[src/rtl/spdif_tx_pkg.sv]
package spdif_tx_pkg;
  localparam int unsigned AUD_BITS   = 24;
  localparam int unsigned SUB_CELLS  = 64;

  typedef enum logic [1:0] {FMT_LJ = 2'd0, FMT_I2S = 2'd1, FMT_RJ = 2'd2, FMT_RSV = 2'd3} sfmt_e;
  typedef enum logic [1:0] {PRE_BLK = 2'd0, PRE_LEFT = 2'd1, PRE_RIGHT = 2'd2} pre_e;

  function automatic int unsigned width_of(input logic [1:0] code);
    case (code)
      2'd0:    return 16;
      2'd1:    return 18;
      2'd2:    return 20;
      default: return 24;
    endcase
  endfunction

  // bit 7 is the first half-cell, relative to the level before the preamble
  function automatic logic [7:0] pre_pattern(input pre_e kind);
    case (kind)
      PRE_BLK:  return 8'b1110_1000;
      PRE_LEFT: return 8'b1110_0010;
      default:  return 8'b1110_0100;
    endcase
  endfunction
endpackage

[src/rtl/spdif_deser.sv]
module spdif_deser
  import spdif_tx_pkg::*;
#(
  parameter int unsigned HALF_BITS = 32
) (
  input  logic                clk,
  input  logic                rst_n,
  input  logic                ser_bclk,
  input  logic                ser_lrclk,
  input  logic                ser_data,
  input  logic [1:0]          fmt,
  input  logic [1:0]          wsel,
  input  logic                take,
  output logic                pair_valid,
  output logic                pair_done,
  output logic [AUD_BITS-1:0] pair_left,
  output logic [AUD_BITS-1:0] pair_right
);
  localparam int unsigned CW = $clog2(HALF_BITS) + 1;
  localparam logic [CW-1:0] CMAX = '1;

  logic                bclk_q, ws_q;
  logic [CW-1:0]       cnt_q;
  logic [AUD_BITS-1:0] word_q, lhold_q;

  logic                rise, new_half, in_word, last_bit;
  logic [CW-1:0]       idx, wd, start, k;
  logic [CW:0]         stop;
  logic [AUD_BITS-1:0] wnext;

  always_comb begin
    rise     = ser_bclk & ~bclk_q;
    new_half = ser_lrclk ^ ws_q;
    if (new_half)           idx = '0;
    else if (cnt_q == CMAX) idx = CMAX;
    else                    idx = cnt_q + 1'b1;
    wd = CW'(width_of(wsel));
    case (sfmt_e'(fmt))
      FMT_I2S: start = CW'(1);
      FMT_RJ:  start = CW'(HALF_BITS) - wd;
      default: start = '0;
    endcase
    stop     = {1'b0, start} + {1'b0, wd};
    in_word  = (idx >= start) && ({1'b0, idx} < stop);
    k        = idx - start;
    last_bit = in_word && (k == wd - 1'b1);
    wnext    = (k == '0) ? '0 : word_q;
    wnext    = wnext | (AUD_BITS'(ser_data) << (int'(AUD_BITS) - 1 - int'(k)));
    pair_done = rise & last_bit & ser_lrclk;
  end

  always_ff @(posedge clk) begin
    if (!rst_n) begin
      bclk_q     <= 1'b0;
      ws_q       <= 1'b0;
      cnt_q      <= CMAX;
      word_q     <= '0;
      lhold_q    <= '0;
      pair_left  <= '0;
      pair_right <= '0;
      pair_valid <= 1'b0;
    end else begin
      bclk_q <= ser_bclk;
      if (rise) begin
        ws_q  <= ser_lrclk;
        cnt_q <= idx;
        if (in_word) word_q <= wnext;
        if (last_bit && !ser_lrclk) lhold_q <= wnext;
      end
      if (pair_done) begin
        pair_left  <= lhold_q;
        pair_right <= wnext;
        pair_valid <= 1'b1;
      end else if (take) begin
        pair_valid <= 1'b0;
      end
    end
  end
endmodule

[src/rtl/spdif_framer.sv]
module spdif_framer
  import spdif_tx_pkg::*;
#(
  parameter int unsigned FRAMES = 192,
  localparam int unsigned FW = (FRAMES > 1) ? $clog2(FRAMES) : 1
) (
  input  logic                clk,
  input  logic                rst_n,
  input  logic                cell_en,
  input  logic                pair_valid,
  input  logic [AUD_BITS-1:0] pair_left,
  input  logic [AUD_BITS-1:0] pair_right,
  input  logic                usr_bit,
  input  logic                cs_bit,
  output logic                take,
  output logic [5:0]          cell_idx,
  output logic                sub_sel,
  output logic [FW-1:0]       frm_idx,
  output logic                is_pre,
  output logic                first_cell,
  output logic                pre_bit,
  output logic                data_bit,
  output logic                v_flag
);
  logic [5:0]          cell_q;
  logic                sub_q;
  logic [FW-1:0]       frm_q;
  logic [AUD_BITS-1:0] bufl_q, bufr_q, aud;
  logic                v_q, u_q, c_q, frame_start, par;
  logic [4:0]          slot;
  logic [27:0]         payload;
  logic [7:0]          pat;
  pre_e                kind;

  always_comb begin
    frame_start = (cell_q == 6'd0) && !sub_q;
    take        = cell_en & frame_start & pair_valid;
    aud         = sub_q ? bufr_q : bufl_q;
    par         = ^{c_q, u_q, v_q, aud};
    payload     = {par, c_q, u_q, v_q, aud};
    slot        = cell_q[5:1];
    is_pre      = (cell_q[5:3] == 3'd0);
    first_cell  = (cell_q == 6'd0);
    if (sub_q)              kind = PRE_RIGHT;
    else if (frm_q == '0)   kind = PRE_BLK;
    else                    kind = PRE_LEFT;
    pat      = pre_pattern(kind);
    pre_bit  = pat[3'd7 - cell_q[2:0]];
    data_bit = is_pre ? 1'b0 : payload[slot - 5'd4];
  end

  always_ff @(posedge clk) begin
    if (!rst_n) begin
      cell_q <= '0;
      sub_q  <= 1'b0;
      frm_q  <= '0;
      bufl_q <= '0;
      bufr_q <= '0;
      v_q    <= 1'b1;
      u_q    <= 1'b0;
      c_q    <= 1'b0;
    end else if (cell_en) begin
      if (frame_start) begin
        if (pair_valid) begin
          bufl_q <= pair_left;
          bufr_q <= pair_right;
        end
        v_q <= ~pair_valid;
        u_q <= usr_bit;
        c_q <= cs_bit;
      end
      cell_q <= cell_q + 6'd1;
      if (cell_q == 6'(SUB_CELLS - 1)) begin
        sub_q <= ~sub_q;
        if (sub_q) frm_q <= (frm_q == FW'(FRAMES - 1)) ? '0 : frm_q + 1'b1;
      end
    end
  end

  assign cell_idx = cell_q;
  assign sub_sel  = sub_q;
  assign frm_idx  = frm_q;
  assign v_flag   = v_q;
endmodule

[src/rtl/spdif_bmc_enc.sv]
module spdif_bmc_enc (
  input  logic clk,
  input  logic rst_n,
  input  logic cell_en,
  input  logic is_pre,
  input  logic first_cell,
  input  logic half,
  input  logic pre_bit,
  input  logic data_bit,
  output logic line_out,
  output logic base_out
);
  logic line_q, base_q;

  always_ff @(posedge clk) begin
    if (!rst_n) begin
      line_q <= 1'b0;
      base_q <= 1'b0;
    end else if (cell_en) begin
      if (is_pre) begin
        if (first_cell) base_q <= line_q;
        line_q <= (first_cell ? line_q : base_q) ^ pre_bit;
      end else if (!half) begin
        line_q <= ~line_q;
      end else begin
        line_q <= line_q ^ data_bit;
      end
    end
  end

  assign line_out = line_q;
  assign base_out = base_q;
endmodule

[src/rtl/spdif_tx_front.sv]
module spdif_tx_front
  import spdif_tx_pkg::*;
#(
  parameter int unsigned HALF_BITS        = 32,
  parameter int unsigned FRAMES_PER_BLOCK = 192
) (
  input  logic       clk,
  input  logic       rst_n,
  input  logic       cell_en,
  input  logic       ser_bclk,
  input  logic       ser_lrclk,
  input  logic       ser_data,
  input  logic [1:0] fmt_sel,
  input  logic [1:0] width_sel,
  input  logic       usr_bit,
  input  logic       cs_bit,
  output logic       spdif_out
);
  localparam int unsigned FW = (FRAMES_PER_BLOCK > 1) ? $clog2(FRAMES_PER_BLOCK) : 1;

  logic                pair_valid, pair_done, take;
  logic [AUD_BITS-1:0] pair_left, pair_right;
  logic [5:0]          cell_idx;
  logic                sub_sel, is_pre, first_cell, pre_bit, data_bit, v_flag, enc_base;
  logic [FW-1:0]       frm_idx;

  spdif_deser #(.HALF_BITS(HALF_BITS)) u_deser (
    .clk(clk), .rst_n(rst_n), .ser_bclk(ser_bclk), .ser_lrclk(ser_lrclk),
    .ser_data(ser_data), .fmt(fmt_sel), .wsel(width_sel), .take(take),
    .pair_valid(pair_valid), .pair_done(pair_done),
    .pair_left(pair_left), .pair_right(pair_right)
  );

  spdif_framer #(.FRAMES(FRAMES_PER_BLOCK)) u_frm (
    .clk(clk), .rst_n(rst_n), .cell_en(cell_en), .pair_valid(pair_valid),
    .pair_left(pair_left), .pair_right(pair_right), .usr_bit(usr_bit),
    .cs_bit(cs_bit), .take(take), .cell_idx(cell_idx), .sub_sel(sub_sel),
    .frm_idx(frm_idx), .is_pre(is_pre), .first_cell(first_cell),
    .pre_bit(pre_bit), .data_bit(data_bit), .v_flag(v_flag)
  );

  spdif_bmc_enc u_enc (
    .clk(clk), .rst_n(rst_n), .cell_en(cell_en), .is_pre(is_pre),
    .first_cell(first_cell), .half(cell_idx[0]), .pre_bit(pre_bit),
    .data_bit(data_bit), .line_out(spdif_out), .base_out(enc_base)
  );
endmodule

[config.mk]
export PLATFORM = sky130hd
export DESIGN_NAME = spdif_tx_front
export DESIGN_NICKNAME = d
export VERILOG_FILES = /design/src/rtl/spdif_tx_pkg.sv /design/src/rtl/spdif_deser.sv /design/src/rtl/spdif_framer.sv /design/src/rtl/spdif_bmc_enc.sv /design/src/rtl/spdif_tx_front.sv
export SDC_FILE = /design/constraint.sdc
export NUM_CORES = 1
export LEC_CHECK = 0
export BUFFER_PORTS_ARGS = -buffer_cell sky130_fd_sc_hd__clkbuf_2
export CORE_MARGIN = 4
export CORE_UTILIZATION = 57
export CTS_CLUSTER_SIZE = 14
export DETAILED_ROUTE_END_ITERATION = 10
export HOLD_SLACK_MARGIN = 0.05
export PLACE_DENSITY = 0.73
export SYNTH_ARGS = -nofsm -noshare
export SYNTH_HDL_FRONTEND = slang
export SYNTH_SLANG_ARGS = --single-unit
[constraint.sdc]
create_clock -name clk -period 4.1 [get_ports clk]
set_input_delay 0.41 -clock clk [delete_from_list [all_inputs] [get_ports clk]]
set_output_delay 0.41 -clock clk [all_outputs]
set_load 0.05 [all_outputs]
### Word-level counts from Yosys, hierarchy flattened

Index checks and enable logic that the tools add are counted.

* add/sub/neg operators: 10
* multiply operators: 0
* divide/modulo/power cells: 0
* $lt $le $gt $ge: 4
* equality and inequality tests: 9
* shifts and indexed selects: 1
* mux-type cells: 20
* bitwise operators: 13
* reduce and logical (&&, ||, !) cells: 21

Operators by type and width (number)
* $mux W24: 2
* $shl A1 B32 Y24: 1
* $reduce_xor A27 Y1: 1
* $or A24 B24 Y24: 1
* $add A6 B1 Y6 const B: 2
* $eq A6 B6 Y1 const B: 2
* $logic_not A6 Y1: 2
* $mux W6: 2
* $pmux W4 S3: 1
* $pmux W6 S2: 1
* $reduce_and A2 Y1: 5
* $mux W1: 9
* $add A8 B1 Y8 const B: 1
* $eq A8 B8 Y1 const B: 1
* $logic_not A8 Y1: 1
* $mux W8: 1
* $pmux W4 S2: 1
* $add A6 B5 Y7: 1
* $lt A6 B7 Y1: 1
* $sub A5 B6 Y7 const A: 1
* $eq A2 B1 Y1 const B: 3
* $eq A6 B6 Y1: 1
* $ge A6 B6 Y1: 1
* $lt A5 B6 Y1 const B: 1
* 19 further kinds: 35

* flip-flop bits (word level): 173
* bits in latches: 0
* bits in writable memories: 0
* memory bits (read-only): 0
* bits of input ports: 12
* output and inout bits: 1
* memories kept: 0

### Logic depth before layout (Yosys ltp)

* word-level depth: 11
* depth in mapped cells: 22
* gate-level depth less buffers: 19

### Hierarchy

A second synthesis with hierarchy kept.

* cell total of the unflattened synthesis: 942
* area, all modules: 8535.7 µm²

Modules (own cells, without submodules)
* spdif_deser: times used 1, cells each 515, area an instance 4758.3 µm²
* spdif_framer: times used 1, cells each 410, area an instance 3644.7 µm²
* spdif_bmc_enc: times used 1, cells each 17, area an instance 132.6 µm²

### Least setup slack after synthesis

No wires, ideal clock.

* path type: input -> register
* start point: input port fmt_sel[0]
* end point: register u_deser.word_q[20]
* data arrival time: 3.859 ns
* setup slack: 0.114 ns
* stages on the path: 20
* path buffers: 3
* cells stage by stage: inv_1 ha_1 nor2b_1 and2_0 inv_1 fa_1 xor2_1 xnor2_1 ha_1 o211ai_1 o211ai_1 maj3_1 nand2_1 and3_1 clkbuf_1 nand2b_1 buf_2 buf_2 a2bb2oi_1 nor2_1

* word-level cells in the longest chain between the ends: 6

RTL lines
* from (decl): line spdif_tx_front.sv:13 `input logic [1:0] fmt_sel,`
* $eq A2 B2 Y1 or $eq A2 B1 Y1 (tied branches): line spdif_deser.sv:38 `case (sfmt_e'(fmt))`
* $pmux W6 S2 (*): line spdif_deser.sv:38
* $sub A6 B6 Y6 or $add A6 B5 Y7 (tied branches): line spdif_deser.sv:45, spdif_deser.sv:43
* $sub A5 B6 Y7 (tied with other cells): line spdif_deser.sv:48 `wnext = wnext | (AUD_BITS'(ser_data) << (int'(AUD_BITS) - 1 - int'(k)));`
* $shl A1 B32 Y24 (tied with other cells): line spdif_deser.sv:48
* $or A24 B24 Y24 or $reduce_and A2 Y1 (tied branches)
* to (signal assigned): line spdif_deser.sv:67 `if (in_word) word_q <= wnext;`
* to (decl): line spdif_deser.sv:24 `logic [AUD_BITS-1:0] word_q, lhold_q;`

Mark *: on every way between the ends. The rest lies on a longest branch, timed or not.
A chain may end at the register's enable or synchronous reset.

### Final worst setup path

* start point: register u_deser.cnt_q[0]
* end point: register u_deser.pair_left[12]

* word-level cells in the longest chain between the ends: 8

RTL lines
* from (decl): line spdif_deser.sv:23 `logic [CW-1:0] cnt_q;`
* from (signal assigned): line spdif_deser.sv:66 `cnt_q <= idx;`
* $add A6 B1 Y6 or $eq A6 B6 Y1 (tied branches): line spdif_deser.sv:36, spdif_deser.sv:35
* $mux W6 (*): line spdif_deser.sv:35 `else if (cnt_q == CMAX) idx = CMAX;`
* $mux W6 (*): line spdif_deser.sv:34 `if (new_half) idx = '0;`
* net u_deser.idx[3]: line spdif_deser.sv:27 `logic [CW-1:0] idx, wd, start, k;`
* $sub A6 B6 Y6 (tied with other cells): line spdif_deser.sv:45 `k = idx - start;`
* $eq A6 B6 Y1 or $logic_and A1 B1 Y1 (tied branches): line spdif_deser.sv:46, spdif_deser.sv:44
* $logic_and A1 B1 Y1 (*): line spdif_deser.sv:46 `last_bit = in_word && (k == wd - 1'b1);`
* $and A1 B1 Y1 (*) (2 in a row): line spdif_deser.sv:49 `pair_done = rise & last_bit & ser_lrclk;`
* to (signal assigned): line spdif_deser.sv:71 `pair_left <= lhold_q;`
* to (decl): line spdif_deser.sv:16 `output logic [AUD_BITS-1:0] pair_left,`

The timed path passes the listed nets; every way through them passes the cells marked *.

==> flow_summary_export.csv <==
group,metric,value,unit
outcome,status,"finished, final reports clean",
cts,cts_tree,"yes",
finish,antenna_cells,0,
power_and_ir_drop,power,3.96,mW
cts,htree_levels,4,
sta,finalCriticalPeriod,3.82,ns
worst_setup_path,cpPeakStageDelay,0.56,ns
die,ios,13,
sta,slew_viol_final,0,
finish,multi_input_area,4550,um2
finish,final_common_cell,"dfxtp_1",
drt,route.detailed.vias_per_inst,5.68,
grt,antenna_found_initial,0,
synth,syn_area,8310,um2
drt,wl_per_cell,15.1,um
synth,yosysTopAreaCell,"dfxtp_1",
cts,cts_root_buffer,"clkbuf_16",
placed_design,dp.cells,1126,
synth,yosysSeqAreaShare,41.7,%
power_and_ir_drop,power.density,423,nW/um2
sta,hold_viol_final,0,
sta,setup_viol,0,
power_and_ir_drop,swShare,27.5,%
grt,grtUsageTotal,21.9,%
power_and_ir_drop,ir_worst_vdd,0.307,mV
hold_path,hold_class,"in -> reg",
cts,clk_latency,0.42,ns
grt,grt_overflow,0,
worst_setup_path,cp_top_family,"simple AND/OR/NAND/NOR gates",
sta,worst_pin_slew,0.956,ns
synth,synthCells,960,
run,max_cap_viol_count,0,
placed_design,finalWeightedCongestion,0.848,
die,fp-row-count,43,
synth,synth_area_leaders,"dfxtp_1, a21oi_1, mux2i_1",
grt,grt_max_degree,120,
grt,grt_pass1_wl,30000,um
drt,post-route-drc-count,0,
worst_setup_path,crit_arrival,4.11,ns
synth,synthesis.nets,999,
cts,cts_sinks,173,
finish,fillerInstances,1190,
drt,drt_iter0_drc,402,
power_and_ir_drop,leakage,3.40,nW
cts,clk_pin_slew,0.06,ns
finish,regArea,3460,um2
synth,syn_area_per_cell,8.66,um2
worst_setup_path,cp_max_fo,12,
finish,nets,1004,
sta,finClkSkew,0.00937,ns
drt,dr_total_vias,6581,
power_and_ir_drop,intPower,2.87,mW
worst_setup_path,setup.worst_path.class,"reg -> reg",
drt,detail-route-antenna-nets,0,
worst_setup_path,crit_path_end_kind,"flop",
placed_design,io_buffers,12,
die,start_util,59.0,%
finish,final_util,66.4,%
sta,maxSlewHeadroom,36.3,%
power_and_ir_drop,pwr-share-seq,43.4,%
finish,final_cells,1158,
placed_design,place_hpwl,12000,um
die,dieHeight,129,um
cts,cts_buffers,17,
sta,period_share,93.3,%
worst_setup_path,path_cells,"ha_1 -> and2_1 -> nand3_1 -> a21oi_1 -> ha_1 -> nor2b_1 -> a31oi_1 -> o211ai_2 -> xnor2_1 -> or4_4 -> nor4_4 -> buf_12 -> buf_12 -> mux2i_1 -> nor2_1",
worst_setup_path,crit_buf_inv,2,
sta,fmax,0.261,GHz
sta,rsz0062_at_grt,"false",
power_and_ir_drop,combPwrFrac,17.4,%
synth,yosysUniqueCellTypes,57,
finish,drive_gt1_share,11.2,%
synth,ys.flop_type,"dfxtp_1",
synth,ys_warn_count,0,
cts,cts_buffer_depth,2,
synth,async_flop_share,0,%
die,die-area,16600,um2
finish,syn_to_final_growth,12.6,%
sta,whs,0.215,ns
synth,synth_edf_count,0,
finish,layout_common_cells,"dfxtp_1, nand2_1, a21oi_1",
worst_setup_path,start_kind,"flop",
drt,wl,17500,um
synth,ys_ff_latch,173,
die,fp.dieW,129,um
synth,yosysTopAreaCellShare,41.7,%
grt,grt_pass1_vias,6211,
worst_setup_path,crit_path_top_delay_cell,"or4_4",
drt,dr.pass1.iters,7,
power_and_ir_drop,pwr-share-clk,39.2,%
die,core-area,14100,um2
power_and_ir_drop,p_switching,1.09,mW
worst_setup_path,crit_required,4.39,ns
==> layer usage <==
layer  up-vias  global-route usage [%]  wire, um  share of wire [%]
met5         -                       0         0                  0
met4         0                    5.99       211                1.2
met3        19                    4.61       478                2.7
met2        85                    35.6      8360                 48
met1      3110                    29.8      8410                 48
li1       3367                       -         -                  -
==> registers in the layout (all words and copies together) (netlist names), 6 cells and up <==
signal,cells
u_frm.bufr_q,24
u_frm.frm_idx,8
u_deser.pair_right,24
u_frm.cell_idx,6
u_frm.bufl_q,24
u_deser.cnt_q,6
u_deser.pair_left,24
u_deser.lhold_q,24
u_deser.word_q,24
==> final cells by class <==
class                           instances  share of cell area (%)
Sequential cell                       173                    37.0
Timing Repair Buffer                   49                    4.81
Clock inverter                         12                    1.18
Multi-Input combinational cell        700                    48.6
Inverter                               24                   0.976
Clock buffer                           20                    4.99
Tap cell                              180                    2.41
==> cell usage after synthesis (3+ instances only) <==
library cell,n
a211oi_1,5
a21o_1,5
a21oi_1,116
a221oi_1,6
a22oi_1,28
a2bb2oi_1,9
a31oi_1,6
and2_1,6
and3_1,5
buf_1,4
buf_2,11
buf_4,3
clkbuf_1,43
dfxtp_1,173
ha_1,25
inv_1,24
maj3_1,3
mux2i_1,55
mux4_2,6
nand2_1,139
nand2b_1,10
nand3_1,30
nor2_1,69
nor2b_1,6
nor3_1,5
nor4_1,3
o211ai_1,8
o21ai_0,53
o21ai_1,4
or3_1,3
xnor2_1,29
xor2_1,31
==> kinds of logic (layout without fill, tap and decap cells) <==
family / Yosys count / after routing / share of synthesized area [%]
compound gates: 254 / 254 / 18.3
fa+ha+maj: 30 / 30 / 4.61
simple gates: 292 / 292 / 15.7
xor+xnor: 63 / 63 / 7.06
mux: 61 / 61 / 8.25
flops: 173 / 173 / 41.7
buf+inv: 87 / 105 / 4.41
==> power by group through the flow <==
stage	sequential (mW)	clock, mW	combinational [mW]
floorplan	1.75	0	0.467
global placement	1.76	0	0.662
detailed placement	1.76	0	0.667
CTS	1.72	1.58	0.676
global route	1.72	1.66	0.763
finish	1.72	1.55	0.687
==> repair_timing <==
action	CTS	global route
hold buffers	0	0
endpoints found under the hold margin	0	0
setup endpoints to repair	1	29
resized for setup	1	7
cloned	0	0
setup buffers	0	0
==> path summary, 6_finish.rpt <==
check                                      startpoint                            endpoint  slack (ns)  depth (start not counted)
setup / recovery        u_deser.cnt_q[0]$_SDFFE_PN1P_  u_deser.pair_left[12]$_SDFFE_PN0P_        0.28                         15
hold / removal                               ser_bclk           u_deser.bclk_q$_SDFF_PN0_        0.21                          2
setup reg to reg        u_deser.cnt_q[0]$_SDFFE_PN1P_  u_deser.pair_left[12]$_SDFFE_PN0P_        0.28                         15
hold reg to reg   u_deser.pair_right[16]$_SDFFE_PN0P_       u_frm.bufr_q[16]$_SDFFE_PN0P_        0.45                          2
==> through the flow <==
step,setup TNS (ns),area (um2),setup WS (ns)
floorplan,0,8310,0.114
global placement,-1.09,8740,-0.0605
detailed placement,-6.23,8740,-0.160
CTS,0,9330,0.217
global route,0,9360,0.00399
finish,0,9360,0.275
No activity file was read; power rests on OpenSTA's default activity.
